<file path="src/rtl/sram_pkg.sv">
package sram_pkg;
    typedef enum logic [1:0] {
        M_STANDBY = 2'd0,
        M_OUTDIS  = 2'd1,
        M_READ    = 2'd2,
        M_WRITE   = 2'd3
    } sram_mode_e;

    typedef enum logic {
        WS_IDLE = 1'b0,
        WS_OPEN = 1'b1
    } wr_state_e;
endpackage

</file>
<file path="src/rtl/sram_write_ctrl.sv">
module sram_write_ctrl
    import sram_pkg::*;
#(
    parameter int IDX_W  = 10,
    parameter int DATA_W = 16,
    parameter int LANES  = 2
) (
    input  logic              clk,
    input  logic              rst_n,
    input  sram_mode_e        mode,
    input  logic [IDX_W-1:0]  idx,
    input  logic [DATA_W-1:0] data,
    input  logic [LANES-1:0]  lane_sel,
    output logic              commit,
    output logic [IDX_W-1:0]  commit_idx,
    output logic [DATA_W-1:0] commit_data,
    output logic [LANES-1:0]  commit_mask
);
    wr_state_e         state, state_nx;
    logic [IDX_W-1:0]  pend_idx;
    logic [DATA_W-1:0] pend_data;
    logic [LANES-1:0]  pend_mask;

    always_comb begin
        unique case (state)
            WS_IDLE: state_nx = (mode == M_WRITE) ? WS_OPEN : WS_IDLE;
            WS_OPEN: state_nx = (mode == M_WRITE) ? WS_OPEN : WS_IDLE;
            default: state_nx = WS_IDLE;
        endcase
    end

    always_ff @(posedge clk or negedge rst_n) begin
        if (!rst_n) begin
            state     <= WS_IDLE;
            pend_idx  <= '0;
            pend_data <= '0;
            pend_mask <= '0;
        end else begin
            state <= state_nx;
            if (mode == M_WRITE) begin
                pend_idx  <= idx;
                pend_data <= data;
                pend_mask <= lane_sel;
            end
        end
    end

    always_comb begin
        commit      = (state == WS_OPEN) && (mode != M_WRITE);
        commit_idx  = pend_idx;
        commit_data = pend_data;
        commit_mask = pend_mask;
    end

    p_no_commit_in_overlap_r7: assert property (@(posedge clk) disable iff (!rst_n)
        (mode == M_WRITE) |-> !commit);
    p_single_commit_r7: assert property (@(posedge clk) disable iff (!rst_n)
        commit |=> !commit);
    p_commit_after_overlap_r7: assert property (@(posedge clk) disable iff (!rst_n)
        commit |-> $past(mode) == M_WRITE);
endmodule

</file>
<file path="config.mk">
export PLATFORM = sky130hd
export DESIGN_NAME = sram_write_ctrl
export DESIGN_NICKNAME = d
export VERILOG_FILES = /design/src/rtl/sram_pkg.sv /design/src/rtl/sram_write_ctrl.sv
export SDC_FILE = /design/constraint.sdc
export NUM_CORES = 1
export LEC_CHECK = 0
export BUFFER_PORTS_ARGS = -buffer_cell sky130_fd_sc_hd__buf_2
export CORE_ASPECT_RATIO = 0.6
export CORE_UTILIZATION = 44
export CTS_CLUSTER_DIAMETER = 200
export DETAILED_ROUTE_END_ITERATION = 6
export MAX_ROUTING_LAYER = met4
export PLACE_DENSITY_LB_ADDON = 0.25
export SYNTH_ARGS = -nofsm -noshare
export SYNTH_HDL_FRONTEND = slang
export SYNTH_SLANG_ARGS = --single-unit
</file>
<file path="constraint.sdc">
create_clock -name clk -period 0.87 [get_ports clk]
set_clock_uncertainty 0.05 [all_clocks]
set_input_delay 0.087 -clock clk [delete_from_list [all_inputs] [get_ports clk]]
set_output_delay 0.087 -clock clk [all_outputs]
set_load 0.005 [all_outputs]
</file>
==> summary.txt, run 1 <==
Global route
  – Vias in the first global route: 707
  – Tot GR Track Use: 16.5%
  – GRT overflow: 0
  – Largest net degree at the start of global routing: 20
  – Met2 usage: 21.7%
  – First-pass GRT wire length: 3.43 mm
  – Initial antenna violation count: 0
  – Met3 usage: 6.73%
  – Met1 Use GR: 22.8%
  – Grt peak-use layer: met1

Synth
  – Post-synthesis mux area share: 35.1%
  – Synth Area in Simple Gates: 1.05%
  – Library cells used by synthesis: 6
  – Syn nets: 95
  – Compound-cell area share of the yosys netlist: 0%
  – Yosys synthesis warning count: 0
  – Netlist Area Pre-Place: 1200 um2
  – Seq/Total Area, Yosys: 60.7%
  – #FFs+latches synth: 29
  – Mean area per synthesized cell: 19.0 um2
  – Mapped Cells: 63
  – Synth Area in Adders: 0%
  – Largest family of logic cells by synthesized area: multiplexers
  – Post-Synth XOR/XNOR Area: 0%

Routing
  – Drt pass-1 iters: 4
  – DRC viols: 0
  – Wirelength per Cell: 13.2 um
  – Vias/cell: 4.44
  – Vias: 755
  – Initial DRC Count: 38
  – Antenna viol nets, final: 0
  – Final WL: 2.25 mm

Status
  – Failing checks: negative hold slack, negative setup slack
  – Outcome: finished with violations

Cells and area
  – Commonest non-fill, non-tap cell in the layout: buf_2
  – Post-Layout Inst Area: 1740 um2
  – Post-layout nets: 169
  – Syn-to-layout area delta: 45.3%
  – Layout cell share with drive strength beyond 1: 74.6%
  – Finished Layout Cells: 170
  – Most frequent cells in the layout: 59 x buf_2, 29 x dfrtp_1, 28 x mux2_4
  – Fill cell count: 181
  – N_diodes: 0

Clock tree
  – TritonCTS buffer count: 5
  – Root buffer cell: clkbuf_8
  – Clk_lat worst skew: 0.26 ns
  – TritonCTS sink count: 29
  – CTS H-tree depth: 2
  – CTS tree: yes
  – CTS clk-pin slew, worst paths: 0.06 ns
  – Clock buffer depth: 2

Placed design
  – Placed cells: 155
  – GP Congestion: 0.708
  – Post-DP HPWL: 1.56 mm
  – Buffers on Ports: 60
  – DP Area: 1560 um2

Flow run
  – Max_cap viols: 0

STA
  – Setup Viol. Count Final: 33
  – Final Cycle Share: 114%
  – Slew HR: 80.3%
  – Final hold violation count: 7
  – RSZ-0062 raised after global routing: yes
  – Final Slew Violations: 0
  – Worst Slack Setup Final: -0.125 ns
  – Worst hold slack: -0.00567 ns
  – Least-Margin Pin Slew: 0.296 ns
  – Max Clk Rate: 1.01 GHz
  – Min cycle time layout: 0.995 ns

Setup path
  – CP arrival: 0.86 ns
  – Critical Path Fanout Max: 1
  – Crit. Startpoint: state
  – Internal reg-to-reg setup slack: -0.05 ns
  – RR Startpoint: commit_data[4]
  – Required @ worst endpoint: 0.73 ns
  – CP top delay family: flip-flops
  – Critical Path Sink Type: output port
  – Startpoint Class: flip-flop
  – Buf+Inv Stages, Crit Path: 1
  – R2r worst-path depth: 2
  – Slowest CP cell: dfrtp_1
  – R2r endpoint: commit_data[4]
  – CP Cell Sequence: and2_4, buf_6
  – Worst Path Class, Setup: flip-flop to output port
  – Critical path's largest stage delay: 0.35 ns

Floorplan
  – Vert. Die Dim: 42.4 um
  – Core Region: 2540 um2
  – Die X: 69.3 um
  – Rows: 14
  – I/O pin cnt: 61
  – Die area: 2940 um2
  – Initial Util: 47.1%

Pwr
  – Power Total: 3.58 mW
  – Power Density: 2060 nW/um2
  – Leak: 0.961 nW
  – Max IR drop VDD: 1170 uV

Min path
  – HP Start: idx[9]
  – WHS Endpoint: commit_idx[9]
  – Hold Path Stages: 2
  – Hold/Removal Path Class: primary input to flip-flop
stage by stage:
stage	setup TNS (ns)	setup slack [ns]	utilization, %
after floorplan	0	0.0596	-
after global placement	-2.50	-0.108	61.5
after detailed placement	-2.85	-0.128	61.5
after CTS	-1.53	-0.138	66.3
after global routing	-2.48	-0.156	68.4
final	-1.36	-0.125	68.4
state kept, by name (all words and copies together), names as in the netlist:
signal,count
commit_data,16
state,1
commit_mask,2
commit_idx,10
routing by layer:
metal / vias to the layer above / routed length (um) / part of all wire (%)
met3: 2 / 168 / 7.5
met4: 0 / 8 / 0.36
met5: - / 0 / 0
met2: 36 / 1020 / 45
met1: 354 / 1060 / 47
li1: 363 / - / -
kinds of logic (layout without fill, tap and decap cells):
kind of cell,Yosys count,after routing
DFF,29,29
muxes,28,28
buffers and inverters,4,79
and+or+nand+nor,2,2
what timing repair did:
item,CTS,global route
buffers inserted,0,2
resized for setup,2,0
hold buffers,1,4
setup endpoints to repair,29,29
endpoints found under the hold margin,50,20
worst max path at each step:
stage	endpoint	cells after the start
global route	commit	2
detailed placement	commit_mask[0]	4
global placement	commit_idx[3]	4
CTS	commit	2
floorplan	commit_data[0]	3
finish	commit	2
synthesized netlist by cell type:
library cell	instances	area (um2)
dfrtp_1	29	726
inv_1	1	3.75
nand2_2	1	6.26
mux2_4	28	420
buf_6	3	33.8
and2_1	1	6.26
power by group:
group          leakage, nW  total (mW)  internal [mW]  switching [mW]
Combinational        0.565       0.743          0.507           0.237
Clock               0.0542        1.18          0.713           0.469
Sequential           0.341        1.65           1.55           0.105
final cells by class:
type,instances,area [um2],area share (%)
sequential,29,726,41.8
timing repair buffer,70,432,24.8
clock inverter,1,5.00,0.288
multi-input combinational,30,435,25.1
clock buffer,7,96.3,5.54
inverter,1,3.75,0.216
tap,32,40.0,2.30
worst register-to-register path, cell delays in order (launching register included):
cell,delay (ns)
dfrtp_1,0.38
buf_4,0.13
mux2_4,0.25
(Power assumes the default switching activity.)
==> run 2, diff against run 1 <==
CORE_UTILIZATION = 40   (was 44)
clock period = 0.9 ns   (was 0.87 ns; I/O delays follow)
==> run 2 against run 1 <==
Net effect: the flow finishes with violations (negative setup slack); clock power shrank 15%; design area grew 14%; final cell count grew 18%; setup slack gained 0.014 ns; highest routed layer unchanged.
==> summary.txt, run 2 (synthesized netlist as in run 1, its figures left out) <==
Pwr
  – Sequential power share: 46.5%
  – Max IR drop VDD: 1000 uV
  – Combinational Power Share: 24.3%
  – P_sw: 0.823 mW
  – Switching Share: 24.0%
  – Power Density: 1740 nW/um2
  – Leak: 1.09 nW
  – Power Total: 3.43 mW
  – Clock Power Share: 29.2%
  – Cell internal pwr: 2.61 mW

Setup path
  – RR Startpoint: commit_data[5]
  – Worst Path Class, Setup: flip-flop to output port
  – Slowest CP cell: dfrtp_1
  – Buf+Inv Stages, Crit Path: 1
  – Startpoint Class: flip-flop
  – R2r worst-path depth: 2
  – Critical Path Fanout Max: 1
  – CP Cell Sequence: and2_1, buf_2
  – Critical path's largest stage delay: 0.35 ns
  – CP top delay family: flip-flops
  – CP arrival: 0.87 ns
  – R2r endpoint: commit_data[5]
  – Number of stages on the worst setup path: 2
  – Required @ worst endpoint: 0.76 ns
  – Critical Path Sink Type: output port
  – Internal reg-to-reg setup slack: -0.02 ns

STA
  – Least-Margin Pin Slew: 0.345 ns
  – Max Clk Rate: 0.989 GHz
  – Final hold violation count: 0
  – Slew HR: 77.0%
  – Worst hold slack: 0.00443 ns
  – Worst Slack Setup Final: -0.111 ns
  – Setup Viol. Count Final: 34
  – Setup TNS after final layout: -0.775 ns
  – RSZ-0062 raised after global routing: yes
  – Min cycle time layout: 1.01 ns
  – Final Slew Violations: 0
  – Final Cycle Share: 112%

Clock tree
  – CTS H-tree depth: 2
  – CTS clk-pin slew, worst paths: 0.07 ns
  – Root buffer cell: clkbuf_8
  – TritonCTS sink count: 29
  – TritonCTS buffer count: 5
  – CTS tree: yes
  – Clk_lat worst skew: 0.27 ns
  – Clock buffer depth: 2

Placed design
  – Post-DP HPWL: 1.65 mm
  – Buffers on Ports: 60
  – Dpl ws: -0.0941 ns
  – GP Congestion: 0.654

Flow run
  – Max_cap viols: 0

Floorplan
  – Core Region: 2660 um2
  – Die area: 3220 um2
  – Rows: 14
  – Initial Util: 44.9%
  – Die X: 72.6 um
  – I/O pin cnt: 61
  – Vert. Die Dim: 44.4 um

Status
  – Failing checks: negative setup slack
  – Outcome: finished with violations

Min path
  – Hold/Removal Path Class: primary input to flip-flop
  – WHS Endpoint: commit_data[5]
  – HP Start: data[5]
  – Hold Path Stages: 2

Cells and area
  – Most frequent cells in the layout: 57 x buf_2, 29 x dfrtp_1, 28 x mux2_4
  – N_diodes: 0
  – Post-layout nets: 192
  – Commonest non-fill, non-tap cell in the layout: buf_2
  – Layout cell share with drive strength beyond 1: 62.7%
  – Syn-to-layout area delta: 65.2%
  – Max reg flops: 16

Global route
  – Vias in the first global route: 917
  – Tot GR Track Use: 19.1%
  – Largest net degree at the start of global routing: 20
  – Initial antenna violation count: 0
  – GRT overflow: 0
  – First-pass GRT wire length: 4.17 mm

Routing
  – Wirelength per Cell: 13.2 um
  – Antenna viol nets, final: 0
  – Drt pass-1 iters: 4
  – Final WL: 2.65 mm
  – Vias/cell: 4.24
  – DRC viols: 0
  – Vias: 852
  – Initial DRC Count: 40
run 2: cell types whose count changed in the layout (fill, tap and decap cells not counted), sizes merged:
cell and delta:
clkinv +1, dlygate4sd3 +19, clkbuf -1, dlymetal6s4s +4
run 2: how the worst max path moves through the flow:
| stage | start | endpoint | slack, ns |
|---|---|---|---|
| finish | state | commit | -0.11 |
| global route | state | commit | -0.14 |
| floorplan | mode[0] | commit_data[0] | 0.09 |
| CTS | state | commit | -0.13 |
| global placement | mode[0] | commit_data[6] | -0.08 |
| detailed placement | mode[0] | commit_data[7] | -0.09 |
run 2: layout make-up:
| type | instances | area [um2] |
|---|---|---|
| Sequential cell | 29 | 726 |
| Inverter | 1 | 3.75 |
| Fill cell | 197 | 687 |
| Clock buffer | 6 | 72.6 |
| Clock inverter | 2 | 10.0 |
| Tap cell | 40 | 50.0 |
| Multi-Input combinational cell | 30 | 433 |
| Timing Repair Buffer | 93 | 681 |
run 2: timing repair:
item | in CTS | in global routing
endpoints found under the hold margin | 56 | 0
hold buffers | 28 | 0
buffers inserted | 3 | 2
setup endpoints to repair | 29 | 39
gates resized for setup | 0 | 6
run 2: power by group through the flow:
stage	registers (mW)	logic (mW)	clock network [mW]
2_1_floorplan	1.63	0.336	0
3_3_place_gp	1.61	0.674	0
3_5_place_dp	1.61	0.689	0
4_1_cts	1.60	0.813	1.04
5_1_grt	1.61	0.901	1.09
6_report	1.59	0.833	1.00
run 2: per-stage QoR:
| step | instances | area [um2] | utilization [%] |
|---|---|---|---|
| after floorplan | 63 | 1200 | - |
| after global placement | 163 | 1570 | 59.1 |
| after detailed placement | 163 | 1570 | 59.1 |
| after CTS | 202 | 1960 | 73.5 |
| after global routing | 201 | 1980 | 74.2 |
| final | 201 | 1980 | 74.2 |
run 2: routing by layer:
layer  track usage, %  vias up  part of all wire [%]  wire (um)
met5                -        -                     0          0
met4             10.6        0                   2.1         55
met3             6.15        7                   6.3        167
met2             30.8       39                    48       1290
met1             21.6      398                    43       1150
li1                 -      408                     -          -
run 2: worst reg2reg max path: cells and delay by family, from the launching register on:
family	cells	cell delay (ns)
multiplexers	1	0.25
buffers and inverters	1	0.13
flip-flops	1	0.38
==> run 3, diff against run 2 <==
ABC_AREA = 1   (was not set)
CORE_UTILIZATION = 39   (was 40)
PLACE_DENSITY = 0.73   (was not set)
PLACE_DENSITY_LB_ADDON = not set   (was 0.25)
==> run 3 against run 2 <==
Net effect: the flow still finishes with violations (negative setup slack); flip-flop and latch count unchanged; area after synthesis fell by 3.0%; count of clock-buffer cells in the layout is 1 higher; wire length up 10%.
==> summary.txt, run 3 <==
Min path
  – Hold/Removal Path Class: primary input to flip-flop

Placed design
  – GP Congestion: 0.724
  – DP Area: 1520 um2
  – Buffers on Ports: 60
  – Post-DP HPWL: 2.02 mm

Floorplan
  – Core Region: 2660 um2
  – Die area: 3200 um2
  – I/O pin cnt: 61
  – Initial Util: 43.6%
  – Vert. Die Dim: 44.2 um
  – Die X: 72.4 um
  – Rows: 14

Synth
  – Mean area per synthesized cell: 9.21 um2
  – Area contributors post-synth: dfrtp_1 63%, nand2_1 18%, nand3_1 12%
  – Yosys synthesis warning count: 0
  – Netlist Area Pre-Place: 1160 um2
  – Most numerous cell in the Yosys netlist: nand2_1
  – Library cells used by synthesis: 8
  – Syn nets: 158
  – Most used DFF post-synth: dfrtp_1
  – FFs w/ async S/R, synth: 100%
  – Commonest cells in the netlist: 57 x nand2_1, 29 x dfrtp_1, 28 x nand3_1
  – Yosys top cell area share: 62.6%
  – Cell taking the most area after synthesis: dfrtp_1
  – Mapped Cells: 126
  – #FFs+latches synth: 29
  – Seq/Total Area, Yosys: 62.6%
  – EDFF count, synth: 0

STA
  – Setup Viol. Count Final: 28
  – Least-Margin Pin Slew: 0.338 ns
  – RSZ-0062 raised after global routing: yes
  – Min cycle time layout: 0.967 ns
  – Setup TNS after final layout: -0.420 ns
  – Slew HR: 77.5%
  – Final Slew Violations: 0
  – Worst Slack Setup Final: -0.0672 ns
  – Final hold violation count: 0
  – Final Cycle Share: 107%
  – Max Clk Rate: 1.03 GHz

Flow run
  – Max_cap viols: 0

Global route
  – Initial antenna violation count: 0
  – First-pass GRT wire length: 4.84 mm
  – Largest net degree at the start of global routing: 29
  – Tot GR Track Use: 21.6%
  – GRT overflow: 0
  – Vias in the first global route: 1062

Setup path
  – R2r worst-path depth: 4
  – RR Startpoint: commit_data[5]
  – Worst Path Class, Setup: flip-flop to output port
  – Startpoint Class: flip-flop
  – Internal reg-to-reg setup slack: 0.04 ns
  – Crit. Startpoint: state
  – R2r endpoint: commit_data[5]
  – Critical Path Fanout Max: 1
  – Required @ worst endpoint: 0.76 ns
  – Crit path capture: commit
  – CP arrival: 0.83 ns
  – Critical Path Sink Type: output port

Clock tree
  – TritonCTS sink count: 29
  – Root buffer cell: clkbuf_8
  – CTS H-tree depth: 2
  – TritonCTS buffer count: 5
  – Clk_lat worst skew: 0.27 ns
  – Clock buffer depth: 2
  – CTS tree: yes
  – CTS clk-pin slew, worst paths: 0.06 ns

Cells and area
  – Layout cell share with drive strength beyond 1: 40.8%
  – N_diodes: 0
  – Most frequent cells in the layout: 60 x buf_2, 57 x nand2_1, 29 x dfrtp_1
  – Max reg flops: 16
  – Syn-to-layout area delta: 55.8%
  – Post-layout nets: 245
  – Post-Layout Inst Area: 1810 um2
  – Final core utilization: 67.9%
  – Commonest non-fill, non-tap cell in the layout: buf_2

Routing
  – Met2 wire length: 1.35 mm
  – Initial DRC Count: 63
  – Top sig layer: met4
  – Drt pass-1 iters: 5
  – Vias/cell: 4.56
  – Antenna viol nets, final: 0
  – Wl on met1: 1.33 mm
  – Wirelength per Cell: 11.6 um
  – DRC viols: 0
  – Wire length on met3: 219 um
  – Vias: 1153
  – Final WL: 2.93 mm

Status
  – Outcome: finished with violations
  – Failing checks: negative setup slack

Pwr
  – Leak: 1.06 nW
  – Max IR drop VDD: 864 uV
  – Power Density: 1810 nW/um2
-- run 3: cell count changes in the layout (fill, tap and decap cells not counted) --
cell,before,now
and2_1,1,0
buf_2,57,60
buf_4,3,17
buf_6,2,1
clkbuf_8,5,6
clkinv_2,2,0
dlygate4sd3_1,24,8
dlymetal6s4s_1,4,0
inv_1,1,2
mux2_4,28,0
nand2_1,0,57
nand2_2,1,0
nand3_1,0,28
nor2_1,0,1
-- run 3: per-layer routing --
layer  up-vias  track usage, %
li1        568               -
met1       536            25.4
met2        45            34.8
met3         4            6.83
met4         0            9.41
met5         -               -
-- run 3: cell type report --
type	count	area, um2
timing repair buffer	89	579
clock buffer	7	86.3
fill	230	856
multi-input combinational	86	358
sequential	29	726
inverter	2	7.51
tap	40	50.0
-- run 3: logic make-up after synthesis --
family | Yosys count | share of synthesized area [%]
simple gates | 86 | 30.9
flops | 29 | 62.6
buf+inv | 11 | 6.58
-- run 3: worst min-delay path by stage --
stage | from | end | slack (ns) | cells after the start
after floorplan | rst_n | commit_data[0] | -0.26 | 0
after CTS | data[2] | commit_data[2] | 0.001 | 3
after detailed placement | rst_n | commit_idx[2] | -0.04 | 1
after global placement | rst_n | commit_idx[4] | -0.05 | 1
after global routing | data[12] | commit_data[12] | 0.0003 | 3
final | data[7] | commit_data[7] | 0.007 | 3
-- run 3: critical path, cell delays in order, from the launching register on --
cell and delay [ns]:
dfrtp_1 0.36, inv_1 0.05, nor2_1 0.03, buf_2 0.11
-- run 3: power by group --
part	switching [mW]	internal, mW
Combinational	0.300	0.385
Sequential	0.0831	1.46
Clock	0.430	0.604
-- run 3: repair_timing --
action	4_1_cts	5_1_grt
setup buffers	10	6
pin swaps	1	0
hold endpoints to repair	36	0
hold buffers	8	0
gates cloned	0	0
resized for setup	0	1
setup endpoints to repair	29	29
-- run 3: stage by stage --
step                      hold slack (ns)  total power, mW  setup slack, ns  instances
after floorplan                    -0.256             1.78            0.228        126
after global placement            -0.0487             2.08           0.0877        222
after detailed placement          -0.0388             2.10           0.0605        222
after CTS                         0.00119             3.25          -0.0717        247
after global routing             0.000311             3.46           -0.107        253
final                             0.00729             3.27          -0.0672        253
